===== src/rtl/sar_adc_pkg.sv =====
package sar_adc_pkg;

  // Strobes from the sequencing control to the datapath.
  typedef struct packed {
    logic latch;    // start accepted: capture channel, clear trial code
    logic loadMsb;  // sampling over: set first trial bit
    logic decide;   // settle one bit from the comparator
    logic commit;   // frame over: copy trial code to result
  } sar_strobe_t;

endpackage


===== src/rtl/sar_adc_ctrl.sv =====
module sar_adc_ctrl
  import sar_adc_pkg::*;
#(
  parameter int RES_BITS    = 8,
  parameter int FRAME_CLKS  = 160,
  parameter int SAMPLE_CLKS = 12,
  localparam int CNT_W = $clog2(FRAME_CLKS),
  localparam int IDX_W = (RES_BITS > 1) ? $clog2(RES_BITS) : 1
) (
  input  logic              clk,
  input  logic              rst,
  input  logic              startReq,
  input  logic              halfRate,
  output sar_strobe_t       strobe,
  output logic [IDX_W-1:0]  decideBit,
  output logic              sampleEn,
  output logic              done
);

  localparam logic [CNT_W-1:0] LAST_CNT   = CNT_W'(FRAME_CLKS - 1);
  localparam logic [CNT_W-1:0] SAMP_LAST  = CNT_W'(SAMPLE_CLKS - 1);
  localparam logic [CNT_W-1:0] BIT_FIRST  = CNT_W'(SAMPLE_CLKS);
  localparam logic [CNT_W-1:0] BIT_END    = CNT_W'(SAMPLE_CLKS + RES_BITS);
  localparam logic [IDX_W-1:0] TOP_IDX    = IDX_W'(RES_BITS - 1);

  logic             busyQ;
  logic             rateQ;
  logic             phaseQ;
  logic [CNT_W-1:0] cntQ;
  logic             doneQ;

  logic             accept;
  logic             tick;
  logic             lastTick;
  logic             inBits;
  logic [CNT_W-1:0] stepOffset;

  always_comb begin
    accept     = startReq && !busyQ;
    // conversion-clock enable: every cycle, or every second cycle
    tick       = busyQ && (!rateQ || phaseQ);
    lastTick   = tick && (cntQ == LAST_CNT);
    inBits     = (cntQ >= BIT_FIRST) && (cntQ < BIT_END);
    stepOffset = cntQ - BIT_FIRST;
    decideBit  = TOP_IDX - stepOffset[IDX_W-1:0];

    strobe.latch   = accept;
    strobe.loadMsb = tick && (cntQ == SAMP_LAST);
    strobe.decide  = tick && inBits;
    strobe.commit  = lastTick;

    sampleEn = busyQ && (cntQ < BIT_FIRST);
    done     = doneQ;
  end

  always_ff @(posedge clk) begin
    if (rst) begin
      busyQ  <= 1'b0;
      rateQ  <= 1'b0;
      phaseQ <= 1'b0;
      cntQ   <= '0;
      doneQ  <= 1'b0;
    end else begin
      doneQ <= lastTick;
      if (accept) begin
        busyQ  <= 1'b1;
        rateQ  <= halfRate;
        phaseQ <= 1'b0;
        cntQ   <= '0;
      end else if (busyQ) begin
        phaseQ <= ~phaseQ;
        if (lastTick) begin
          busyQ <= 1'b0;
          cntQ  <= '0;
        end else if (tick) begin
          cntQ <= cntQ + 1'b1;
        end
      end
    end
  end

endmodule


===== src/rtl/sar_adc_datapath.sv =====
module sar_adc_datapath
  import sar_adc_pkg::*;
#(
  parameter int RES_BITS = 8,
  parameter int CH_BITS  = 3,
  localparam int IDX_W = (RES_BITS > 1) ? $clog2(RES_BITS) : 1
) (
  input  logic                clk,
  input  logic                rst,
  input  sar_strobe_t         strobe,
  input  logic [IDX_W-1:0]    decideBit,
  input  logic [CH_BITS-1:0]  chanReq,
  input  logic                cmpIn,
  output logic [CH_BITS-1:0]  muxSel,
  output logic [RES_BITS-1:0] trialCode,
  output logic [RES_BITS-1:0] result
);

  logic [CH_BITS-1:0]  chanQ;
  logic [RES_BITS-1:0] trialQ;
  logic [RES_BITS-1:0] resultQ;

  always_ff @(posedge clk) begin
    if (rst) begin
      chanQ   <= '0;
      resultQ <= '0;
    end else begin
      if (strobe.latch)  chanQ   <= chanReq;
      if (strobe.commit) resultQ <= trialQ;
    end
  end

  // One register slice per result bit; each slice knows its own role.
  for (genvar b = 0; b < RES_BITS; b++) begin : g_bit
    localparam logic [IDX_W-1:0] MY_IDX = IDX_W'(b);
    logic setFromAbove;

    if (b < RES_BITS - 1) begin : g_lower
      localparam logic [IDX_W-1:0] UP_IDX = IDX_W'(b + 1);
      assign setFromAbove = strobe.decide && (decideBit == UP_IDX);
    end else begin : g_top
      assign setFromAbove = strobe.loadMsb;
    end

    always_ff @(posedge clk) begin
      if (rst || strobe.latch) begin
        trialQ[b] <= 1'b0;
      end else if (strobe.decide && (decideBit == MY_IDX)) begin
        trialQ[b] <= cmpIn;
      end else if (setFromAbove) begin
        trialQ[b] <= 1'b1;
      end
    end
  end

  assign muxSel    = chanQ;
  assign trialCode = trialQ;
  assign result    = resultQ;

endmodule


===== src/rtl/sar_adc_seq.sv =====
module sar_adc_seq
  import sar_adc_pkg::*;
#(
  parameter int RES_BITS    = 8,
  parameter int CH_BITS     = 3,
  parameter int FRAME_CLKS  = 160,
  parameter int SAMPLE_CLKS = 12,
  localparam int IDX_W = (RES_BITS > 1) ? $clog2(RES_BITS) : 1
) (
  input  logic                clk,
  input  logic                rst,
  input  logic                startReq,
  input  logic [CH_BITS-1:0]  chanReq,
  input  logic                halfRate,
  input  logic                cmpIn,
  output logic [CH_BITS-1:0]  muxSel,
  output logic                sampleEn,
  output logic [RES_BITS-1:0] trialCode,
  output logic [RES_BITS-1:0] result,
  output logic                done
);

  sar_strobe_t      strobe;
  logic [IDX_W-1:0] decideBit;

  sar_adc_ctrl #(
    .RES_BITS   (RES_BITS),
    .FRAME_CLKS (FRAME_CLKS),
    .SAMPLE_CLKS(SAMPLE_CLKS)
  ) u_ctrl (
    .clk      (clk),
    .rst      (rst),
    .startReq (startReq),
    .halfRate (halfRate),
    .strobe   (strobe),
    .decideBit(decideBit),
    .sampleEn (sampleEn),
    .done     (done)
  );

  sar_adc_datapath #(
    .RES_BITS(RES_BITS),
    .CH_BITS (CH_BITS)
  ) u_dp (
    .clk      (clk),
    .rst      (rst),
    .strobe   (strobe),
    .decideBit(decideBit),
    .chanReq  (chanReq),
    .cmpIn    (cmpIn),
    .muxSel   (muxSel),
    .trialCode(trialCode),
    .result   (result)
  );

endmodule


===== config.mk =====
export PLATFORM = sky130hd
export DESIGN_NAME = sar_adc_seq
export DESIGN_NICKNAME = d
export VERILOG_FILES = /design/src/rtl/sar_adc_pkg.sv /design/src/rtl/sar_adc_ctrl.sv /design/src/rtl/sar_adc_datapath.sv /design/src/rtl/sar_adc_seq.sv
export SDC_FILE = /design/constraint.sdc
export NUM_CORES = 1
export LEC_CHECK = 0
export BUFFER_PORTS_ARGS = -buffer_cell sky130_fd_sc_hd__buf_2
export CAP_MARGIN = 5
export CORE_ASPECT_RATIO = 0.5
export CORE_MARGIN = 2
export CORE_UTILIZATION = 49
export DETAILED_ROUTE_END_ITERATION = 12
export PLACE_DENSITY = 0.78
export SLEW_MARGIN = 25
export SYNTH_ARGS = -nofsm -noshare
export SYNTH_HDL_FRONTEND = slang
export SYNTH_SLANG_ARGS = --single-unit

===== constraint.sdc =====
create_clock -name clk -period 1.86 [get_ports clk]
set_input_delay 0.093 -clock clk [delete_from_list [all_inputs] [get_ports clk]]
set_output_delay 0.093 -clock clk [all_outputs]
set_load 0.005 [all_outputs]

==> flow_summary_export.csv, run 1 <==
group,metric,value,unit
run_status,status,"completed",
logic_synthesis,yosys.cell_types.count,39,
sta,hold_viol_final,0,
placed_design,io_buffer_count,28,
clock_network,ctsHoldBuffers,0,
layout,fin_nets,215,
logic_synthesis,synthTopCellsByArea,"dfxtp_1 40%, mux2i_1 7.7%, nand2b_1 7.3%",
floorplanning,die_area,3663,um2
detailed_routing,firstDrtPassIters,4,
layout,fillCellCount,264,
sta,min_period_over_period,97.38,%
pwr,leakage,0.7671,nW
setup_path,worst_path_largest_cell_delay,580,ps
layout,n_antenna_cell,0,
clock_network,cts_tree,"yes",
layout,drive_gt1_share,27.36,%
global_route,overflow,0,
logic_synthesis,synth_nets,178,
logic_synthesis,synth_edf_count,0,
floorplanning,num_rows,14,
setup_path,cp_max_fo,5,
detailed_routing,num_vias,1293,
sta,worst_pin_slew,445.4,ps
detailed_routing,final_antenna_net_count,0,
sta,clock.fmax,552.1,MHz
setup_path,cp-end-kind,"flop",
pwr,powerDensity,699.3,nW/um2
detailed_routing,wl_per_cell,13.66,um
clock_network,cts.sinks,31,
setup_path,cp.required,2030,ps
logic_synthesis,yosysTopAreaCellShare,39.97,%
floorplanning,initial_core_util,51.54,%
placed_design,hpwl,2405,um
sta,report.final.slew_viol_count,0,
job,cap_violations,0,
clock_network,cts_max_level,2,
global_route,antenna_found_initial,0,
global_route,grt_usage,20.18,%
pwr,ir_drop,0.5915,mV
global_route,grt_max_degree,25,
logic_synthesis,yosysSeqAreaShare,39.97,%
logic_synthesis,syn_avg_cell_area,9.468,um2
logic_synthesis,synthArstFlopShare,0,%
floorplanning,ios,29,
logic_synthesis,yosys_warnings,0,
floorplanning,coreArea,3013,um2
layout,area_delta_synth_final,21.19,%
setup_path,cp_slowest_cell,"or4b_4",
detailed_routing,via_per_inst,5.365,
clock_network,cts_max_path_buffers,2,
placed_design,gp_congestion,0.8828,
setup_path,critical_path_arrival,1980,ps
logic_synthesis,syn_area,1553,um2
logic_synthesis,synthFlopType,"dfxtp_1",
sta,fin_crit,1811,ps
sta,setup_viol,0,
detailed_routing,drc_errors,0,
logic_synthesis,synth_cells,164,
floorplanning,die_w,83.61,um
detailed_routing,drt_iter0_markers,35,
sta,skew,5.878,ps
floorplanning,chipHeight,43.81,um
clock_network,clk_latency,280,ps
logic_synthesis,ys_ff_latch,31,
detailed_routing,drt-total-wl,3292,um
clock_network,cts_root_buf,"clkbuf_8",
global_route,grt_pass1_vias,1224,
setup_path,worstSetupPathType,"flop to flop",
logic_synthesis,yosysTopAreaCell,"dfxtp_1",
sta,final.setup.tns,0,ps
min_path,worst_hold_path_type,"primary input to flop",
setup_path,path_cells,"or4b_4 > nand2b_4 > or3_1 > o221a_1",
clock_network,cts_buffers,5,
clock_network,clkTransAtPathRegs,60,ps
global_route,grt_pass1_wl,5589,um
sta,relSlewSlack,69.99,%
setup_path,cp-start-kind,"flop",
sta,rsz0062_at_grt,"no",
pwr,total_power,0.001316,W
==> synth_stat cells (2+ instances only) <==
master and count:
a211oi_1 7, a21o_1 3, a21oi_1 3, a311oi_1 2
a31oi_1 3, and3_1 3, buf_4 2, clkbuf_1 7
dfxtp_1 31, ha_1 6, inv_1 5, mux2i_1 12
nand2_1 10, nand2b_1 18, nand3_1 2, nand4_1 2
nor2_1 9, nor2b_1 4, nor3_1 5, nor4b_1 2
o21ai_0 3, o221a_1 2, or2_2 3, or3_1 3
xnor2_1 2, xor2_1 2
==> cell families (layout without fill, tap and decap cells) <==
| kind of cell | count (synthesis) | count (layout) | share of synthesized area (%) |
|---|---|---|---|
| AND/OR/NAND/NOR | 68 | 68 | 26.19 |
| flip-flops | 31 | 31 | 39.97 |
| AO/OA/AOI/OAI | 28 | 28 | 14.42 |
| buffers and inverters | 15 | 52 | 4.593 |
| multiplexers | 12 | 12 | 7.736 |
| adder cells (fa/ha/maj) | 6 | 6 | 4.835 |
| XOR/XNOR | 4 | 4 | 2.257 |
==> cell type report <==
| cell class | count | area [um2] | share of cell area, % |
|---|---|---|---|
| multi-input cells | 118 | 860.8 | 45.74 |
| flip-flops and latches | 31 | 621.8 | 33.05 |
| repair buffers | 40 | 242.7 | 12.90 |
| clock buffers | 6 | 82.58 | 4.388 |
| well taps | 40 | 50.05 | 2.660 |
| inverters | 5 | 18.77 | 0.9973 |
| clock inverters | 1 | 5.005 | 0.2660 |
==> per-layer routing <==
metal	up-vias	share of wire, %	global-route usage (%)
met5	-	0	0
met4	0	1.9	13.23
met3	5	5.7	6.857
met2	29	46	32.00
met1	607	46	24.07
li1	652	-	-
==> state kept, by name, indices dropped and copies added, names as in the netlist <==
register / count
u_ctrl.busyQ: 1
u_ctrl.cntQ: 8
u_ctrl.done: 1
u_ctrl.phaseQ: 1
u_ctrl.rateQ: 1
u_dp.muxSel: 3
u_dp.result: 8
u_dp.trialCode: 8
==> stage by stage <==
step                instances  utilization (%)  area (um2)  setup slack [ps]  hold slack (ps)
global route              241            62.46        1882             13.52            70.39
detailed placement        233            59.26        1785             33.77            338.8
finish                    241            62.46        1882             48.67            48.56
floorplan                 164                -        1553             6.092            240.3
CTS                       240            62.17        1873             15.94            39.59
global placement          233            59.26        1785             75.25            327.2
==> timing repair <==
action | 4_1_cts | 5_1_grt
endpoints found under the setup margin | 0 | 4
gates resized for setup | 0 | 1
buffers inserted | 0 | 1
==> cell usage in the layout, fill, tap and decap left out, types with 3 or more instances in the layout <==
cell | netlist | final
dfxtp_1 | 31 | 30
buf_2 | 0 | 28
nand2b_1 | 18 | 18
mux2i_1 | 12 | 12
buf_4 | 2 | 11
nand2_1 | 10 | 10
nor2_1 | 9 | 9
a211oi_1 | 7 | 7
ha_1 | 6 | 6
clkbuf_8 | 0 | 6
inv_1 | 5 | 5
nor3_1 | 5 | 5
nor2b_1 | 4 | 4
or2_2 | 3 | 3
and3_1 | 3 | 3
a21oi_1 | 3 | 3
or3_1 | 3 | 3
o21ai_0 | 3 | 3
a21o_1 | 3 | 3
a31oi_1 | 3 | 3
==> worst max-delay path, delay by kind of cell (launching register included) <==
family | cells | cell delay (ps)
and+or+nand+nor | 3 | 1130
DFF | 1 | 310
AOI/OAI and AO/OA | 1 | 270
==> where the power goes <==
| part | switching, W | internal, W | total (W) | leakage, nW |
|---|---|---|---|---|
| clock | 0.000233 | 0.000289 | 0.000522 | 0.0470 |
| sequential | 0.00000810 | 0.000675 | 0.000683 | 0.251 |
| combinational | 0.0000603 | 0.0000505 | 0.000111 | 0.469 |
==> final timing paths <==
check	start	end	slack, ps	cells past startpoint
worst min-delay path	chanReq[2]	u_dp.muxSel[2]	50	3
worst max register to register	u_ctrl.cntQ[6]	u_dp.trialCode[1]	50	4
worst min register to register	u_dp.result[4]	u_dp.result[4]	470	2
worst max-delay path	u_ctrl.cntQ[6]	u_dp.trialCode[1]	50	4
Power figures use the tool's default switching activity.
==> run 2, diff against run 1 <==
--- a/config.mk
+++ b/config.mk
@@ -9,10 +9,11 @@
 export CAP_MARGIN = 5
 export CORE_ASPECT_RATIO = 0.5
 export CORE_MARGIN = 2
-export CORE_UTILIZATION = 49
+export CORE_UTILIZATION = 48
 export DETAILED_ROUTE_END_ITERATION = 12
-export PLACE_DENSITY = 0.78
+export PLACE_DENSITY = 0.77
 export SLEW_MARGIN = 25
 export SYNTH_ARGS = -nofsm -noshare
 export SYNTH_HDL_FRONTEND = slang
+export SYNTH_HIERARCHICAL = 1
 export SYNTH_SLANG_ARGS = --single-unit
==> flow_summary_export.csv, run 2 <==
group,metric,value,unit
placed_design,place_area,1589,um2
floorplanning,ios,29,
setup_path,critical_path_arrival,1930,ps
sta,fin_crit,1743,ps
clock_network,clkTransAtPathRegs,60,ps
global_route,antenna_found_initial,0,
setup_path,cpLargestDelayFamily,"simple AND/OR/NAND/NOR gates",
placed_design,post-place-ws,26.90,ps
detailed_routing,drt_iter0_markers,97,
logic_synthesis,ys_ff_latch,31,
setup_path,path_cells,"or3_1 > nor3_2 > and2_1 > a21oi_1 > a311oi_1",
layout,fin_nets,194,
detailed_routing,wl_per_cell,12.62,um
clock_network,ctsHoldBuffers,0,
global_route,grt_max_degree,17,
pwr,leakage,0.6758,nW
floorplanning,coreArea,2684,um2
sta,rsz0062_at_grt,"no",
pwr,ir_drop,0.3536,mV
setup_path,cp-start-kind,"flop",
setup_path,critPathLaunch,"u_ctrl/cntQ[5]",
logic_synthesis,yosysTopAreaCellShare,44.17,%
pwr,total_power,0.001235,W
setup_path,cp_slowest_cell,"or3_1",
setup_path,cp.required,2050,ps
sta,min_period_over_period,93.70,%
floorplanning,num_rows,13,
logic_synthesis,synth_edf_count,0,
logic_synthesis,synth_cells,151,
sta,hold_slack,57.13,ps
detailed_routing,firstDrtPassIters,4,
placed_design,hpwl,1998,um
setup_path,cp-end-kind,"flop",
clock_network,cts_max_path_buffers,2,
clock_network,clk_latency,280,ps
logic_synthesis,yosysSeqAreaShare,44.17,%
clock_network,cts_root_buf,"clkbuf_8",
setup_path,worst_path_largest_cell_delay,410,ps
clock_network,cts_setup_buffers,0,
detailed_routing,num_vias,1147,
sta,final.setup.tns,0,ps
setup_path,r2r-start,"u_ctrl/cntQ[5]",
logic_synthesis,yosys.cell_types.count,38,
logic_synthesis,synthFlopType,"dfxtp_1",
sta,worst_pin_slew,370.4,ps
setup_path,cp_max_fo,7,
clock_network,cts_tree,"yes",
sta,hold_viol_final,0,
floorplanning,chipHeight,42.26,um
layout,fillCellCount,226,
run_status,status,"completed",
min_path,worst_hold_path_type,"primary input to flop",
setup_path,critPathBufInv,0,
setup_path,worstSetupPathType,"flop to flop",
global_route,grt_pass1_vias,1079,
job,cap_violations,0,
detailed_routing,drc_errors,0,
layout,final_area,1667,um2
min_path,worstHoldStart,"halfRate",
logic_synthesis,yosys_warnings,6,
pwr,powerDensity,740.8,nW/um2
clock_network,cts_buffers,5,
logic_synthesis,synthArstFlopShare,0,%
sta,clock.fmax,573.8,MHz
clock_network,cts_max_level,2,
sta,report.final.slew_viol_count,0,
global_route,grt_usage,18.91,%
global_route,grt_pass1_wl,4774,um
logic_synthesis,netlist_top_cells_count,"31 x dfxtp_1, 26 x nor2_1, 12 x mux2i_1",
logic_synthesis,syn_area,1405,um2
logic_synthesis,yosysMostFrequentCell,"dfxtp_1",
layout,drive_gt1_share,26.78,%
logic_synthesis,synthTopCellsByArea,"dfxtp_1 44%, mux2i_1 8.5%, nor2_1 6.9%",
sta,skew,1.874,ps
sta,relSlewSlack,75.08,%
layout,layout_commonest_cell,"dfxtp_1",
sta,setup_viol,0,
detailed_routing,drt-total-wl,2777,um
placed_design,gp_congestion,0.8325,
floorplanning,die_w,80.52,um
layout,area_delta_synth_final,18.61,%
logic_synthesis,yosysTopAreaCell,"dfxtp_1",
floorplanning,initial_core_util,52.35,%
logic_synthesis,syn_avg_cell_area,9.305,um2
layout,final_cell_mix,"31 x dfxtp_1, 28 x buf_2, 26 x nor2_1, 12 x mux2i_1, 10 x a21oi_1",
global_route,overflow,0,
placed_design,io_buffer_count,28,
logic_synthesis,synth_nets,161,
floorplanning,die_area,3403,um2
clock_network,cts.sinks,31,
layout,n_antenna_cell,0,
sta,finalWorstSetupSlack,117.3,ps
detailed_routing,final_antenna_net_count,0,
detailed_routing,via_per_inst,5.214,
==> run 2: cell types whose count changed after synthesis, sizes merged, moves of 4 or more <==
cell,previous run,this run
xnor2,2,6
nor2,9,26
ha,6,2
nand2b,19,3
a21oi,3,10
clkbuf,7,2
buf,3,8
a211oi,7,2
==> run 2: routing by layer <==
metal / vias up / GRT usage, % / wire length [um]
met5: - / 0 / 0
met1: 523 / 22.68 / 1328
li1: 585 / - / -
met4: 0 / 10.85 / 31
met2: 34 / 29.50 / 1257
met3: 5 / 6.681 / 160
==> run 2: cell type report <==
cell class | count | area [um2] | area share (%)
multi-input cells | 107 | 703.2 | 42.19
clock buffers | 6 | 72.57 | 4.354
inverters | 3 | 11.26 | 0.6757
flip-flops and latches | 31 | 620.6 | 37.24
well taps | 37 | 46.29 | 2.778
repair buffers | 36 | 212.7 | 12.76
==> run 2: worst paths after layout <==
| kind | cells after the start | slack, ps | end |
|---|---|---|---|
| worst max-delay path | 5 | 120 | u_dp/trialCode[6] |
| worst min-delay path | 3 | 60 | u_ctrl/rateQ |
| worst max register to register | 5 | 120 | u_dp/trialCode[6] |
| worst min register to register | 2 | 490 | u_dp/result[1] |
==> run 2: logic make-up (layout without fill, tap and decap cells) <==
kind of cell | after synthesis | after routing | share of synthesized area [%]
adders and majority gates | 2 | 2 | 1.781
DFF | 31 | 31 | 44.17
muxes | 12 | 12 | 8.549
and+or+nand+nor | 66 | 66 | 25.56
xor gates and xnor gates | 7 | 7 | 4.363
buffers and inverters | 13 | 45 | 6.143
AOI/OAI and AO/OA | 20 | 20 | 9.439
==> run 2: metrics by stage <==
step / instances / utilization, %
6_report: 220 / 62.10
5_1_grt: 220 / 62.10
4_1_cts: 220 / 61.91
3_5_place_dp: 214 / 59.21
3_3_place_gp: 214 / 59.21
2_1_floorplan: 151 / -
==> run 2: power breakdown <==
group / total, W / switching, W / internal (W)
clock network: 0.000462 / 0.000214 / 0.000248
logic: 0.0000897 / 0.0000510 / 0.0000388
registers: 0.000683 / 0.00000800 / 0.000675
total: 0.00123 / 0.000273 / 0.000962
==> run 2: timing repair <==
action / 4_1_cts / 5_1_grt
endpoints found under the hold margin: 0 / 0
resized for setup: 0 / 1
endpoints found under the setup margin: 0 / 8
==> run 2: worst reg2reg max path, stage by stage (launching register included) <==
cell and delay [ps]:
dfxtp_1 340, or3_1 410, nor3_2 260, and2_1 300
a21oi_1 110, a311oi_1 230
==> run 3, diff against run 2 <==
--- a/config.mk
+++ b/config.mk
@@ -9,9 +9,10 @@
 export CAP_MARGIN = 5
 export CORE_ASPECT_RATIO = 0.5
 export CORE_MARGIN = 2
-export CORE_UTILIZATION = 48
+export CORE_UTILIZATION = 50
+export CTS_BUF_LIST = sky130_fd_sc_hd__clkbuf_4 sky130_fd_sc_hd__clkbuf_8
 export DETAILED_ROUTE_END_ITERATION = 12
-export PLACE_DENSITY = 0.77
+export PLACE_DENSITY = 0.8
 export SLEW_MARGIN = 25
 export SYNTH_ARGS = -nofsm -noshare
 export SYNTH_HDL_FRONTEND = slang
==> flow_summary_export.csv, run 3 (synthesis results as in run 2) <==
group,metric,value,unit
min_path,worst_hold_path_type,"primary input to flop",
detailed_routing,drt_iter0_markers,57,
floorplanning,chipHeight,41.49,um
sta,clock.fmax,578.6,MHz
setup_path,critPathBufInv,0,
sta,worst_pin_slew,343.5,ps
setup_path,cp-end-kind,"flop",
sta,finalWorstSetupSlack,131.6,ps
sta,hold_slack,51.24,ps
floorplanning,num_rows,13,
global_route,overflow,0,
layout,area_delta_synth_final,18.79,%
clock_network,cts_setup_buffers,0,
sta,final.setup.tns,0,ps
sta,report.final.slew_viol_count,0,
global_route,grt_max_degree,17,
sta,hold_viol_final,0,
layout,final_cell_mix,"31 x dfxtp_1, 28 x buf_2, 26 x nor2_1, 12 x mux2i_1, 10 x a21oi_1",
setup_path,cp_slowest_cell,"or3_1",
detailed_routing,via_per_inst,5.308,
run_status,status,"completed",
clock_network,clk_latency,280,ps
layout,n_antenna_cell,0,
setup_path,cp-start-kind,"flop",
sta,min_period_over_period,92.93,%
setup_path,cp_max_fo,7,
setup_path,cpLargestDelayFamily,"simple AND/OR/NAND/NOR gates",
setup_path,worst_path_largest_cell_delay,420,ps
layout,fillCellCount,237,
setup_path,path_cells,"or3_1 > nor3_2 > and2_1 > a21oi_1 > a311oi_1",
global_route,antenna_found_initial,0,
clock_network,cts_root_buf,"clkbuf_8",
clock_network,cts.sinks,31,
detailed_routing,drc_errors,0,
sta,relSlewSlack,76.99,%
global_route,grt_usage,19.20,%
setup_path,critical_path_arrival,1920,ps
placed_design,hpwl,2029,um
setup_path,cp.required,2050,ps
clock_network,cts_tree,"yes",
detailed_routing,drt-total-wl,2800,um
detailed_routing,num_vias,1173,
sta,setup_viol,0,
layout,fin_nets,194,
pwr,power_frac_seq,52.6,%
job,cap_violations,0,
pwr,swShare,22.67,%
pwr,leakage,0.6834,nW
pwr,comb_power_share,6.9,%
clock_network,cts_max_path_buffers,2,
floorplanning,die_w,78.97,um
sta,fin_crit,1728,ps
clock_network,clkTransAtPathRegs,60,ps
layout,layout_commonest_cell,"dfxtp_1",
pwr,p_int,0.001002,W
sta,skew,5.064,ps
placed_design,io_buffer_count,28,
global_route,grt_pass1_vias,1097,
layout,drive_gt1_share,27.72,%
detailed_routing,final_antenna_net_count,0,
detailed_routing,wl_per_cell,12.67,um
floorplanning,die_area,3276,um2
floorplanning,initial_core_util,53.32,%
sta,rsz0062_at_grt,"no",
pwr,powerDensity,776.4,nW/um2
pwr,p_switching,0.0002938,W
clock_network,cts_max_level,2,
setup_path,worstSetupPathType,"flop to flop",
floorplanning,ios,29,
pwr,p_clk_share,40.4,%
global_route,grt_pass1_wl,4823,um
detailed_routing,firstDrtPassIters,4,
floorplanning,coreArea,2635,um2
placed_design,post-place-ws,61.86,ps
pwr,ir_drop,0.3499,mV
clock_network,cts_buffers,5,
placed_design,gp_congestion,0.8396,
==> run 3: final timing paths <==
kind / to / slack, ps / startpoint / cells past startpoint
max: u_dp/trialCode[6] / 130 / u_ctrl/cntQ[5] / 5
min: u_dp/muxSel[0] / 50 / chanReq[0] / 3
max reg2reg: u_dp/trialCode[6] / 130 / u_ctrl/cntQ[5] / 5
min reg2reg: u_dp/result[1] / 490 / u_dp/result[1] / 2
==> run 3: layer usage <==
layer	up-vias	track usage, %	wire (um)
li1	590	-	-
met1	538	24.49	1319
met2	43	29.32	1285
met5	-	0	0
met4	0	7.241	17
met3	2	7.826	178
==> run 3: worst register-to-register path, delay by kind of cell (launching register included) <==
family / cells / cell delay (ps)
DFF: 1 / 340
and+or+nand+nor: 3 / 950
AOI/OAI and AO/OA: 2 / 350
==> run 3: repair_timing <==
item                                    CTS  global route
gates resized for setup                   0             1
hold buffers                              0             0
endpoints found under the setup margin    0             7
==> run 3: area by class of cell <==
class	instances	area (um2)	share of cell area (%)
timing repair buffer	36	200.2	11.99
tap	37	46.29	2.774
clock buffer	6	82.58	4.948
multi-input combinational	107	703.2	42.13
clock inverter	1	5.005	0.2999
inverter	3	11.26	0.6747
sequential	31	620.6	37.18
==> run 3: power by group through the flow <==
stage                logic, W  registers (W)  clock network (W)
finish              0.0000900       0.000682           0.000524
global route        0.0000993       0.000683           0.000576
CTS                 0.0000893       0.000681           0.000539
detailed placement  0.0000885       0.000696                  0
global placement    0.0000858       0.000696                  0
floorplan           0.0000626       0.000696                  0
==> run 3: stage by stage <==
step / util [%] / cell area, um2 / power (W) / cells
floorplan: - / 1405 / 0.0007586 / 151
global placement: 59.83 / 1577 / 0.0007816 / 214
detailed placement: 59.83 / 1577 / 0.0007847 / 214
CTS: 63.15 / 1664 / 0.001310 / 221
global route: 63.34 / 1669 / 0.001358 / 221
finish: 63.34 / 1669 / 0.001296 / 221
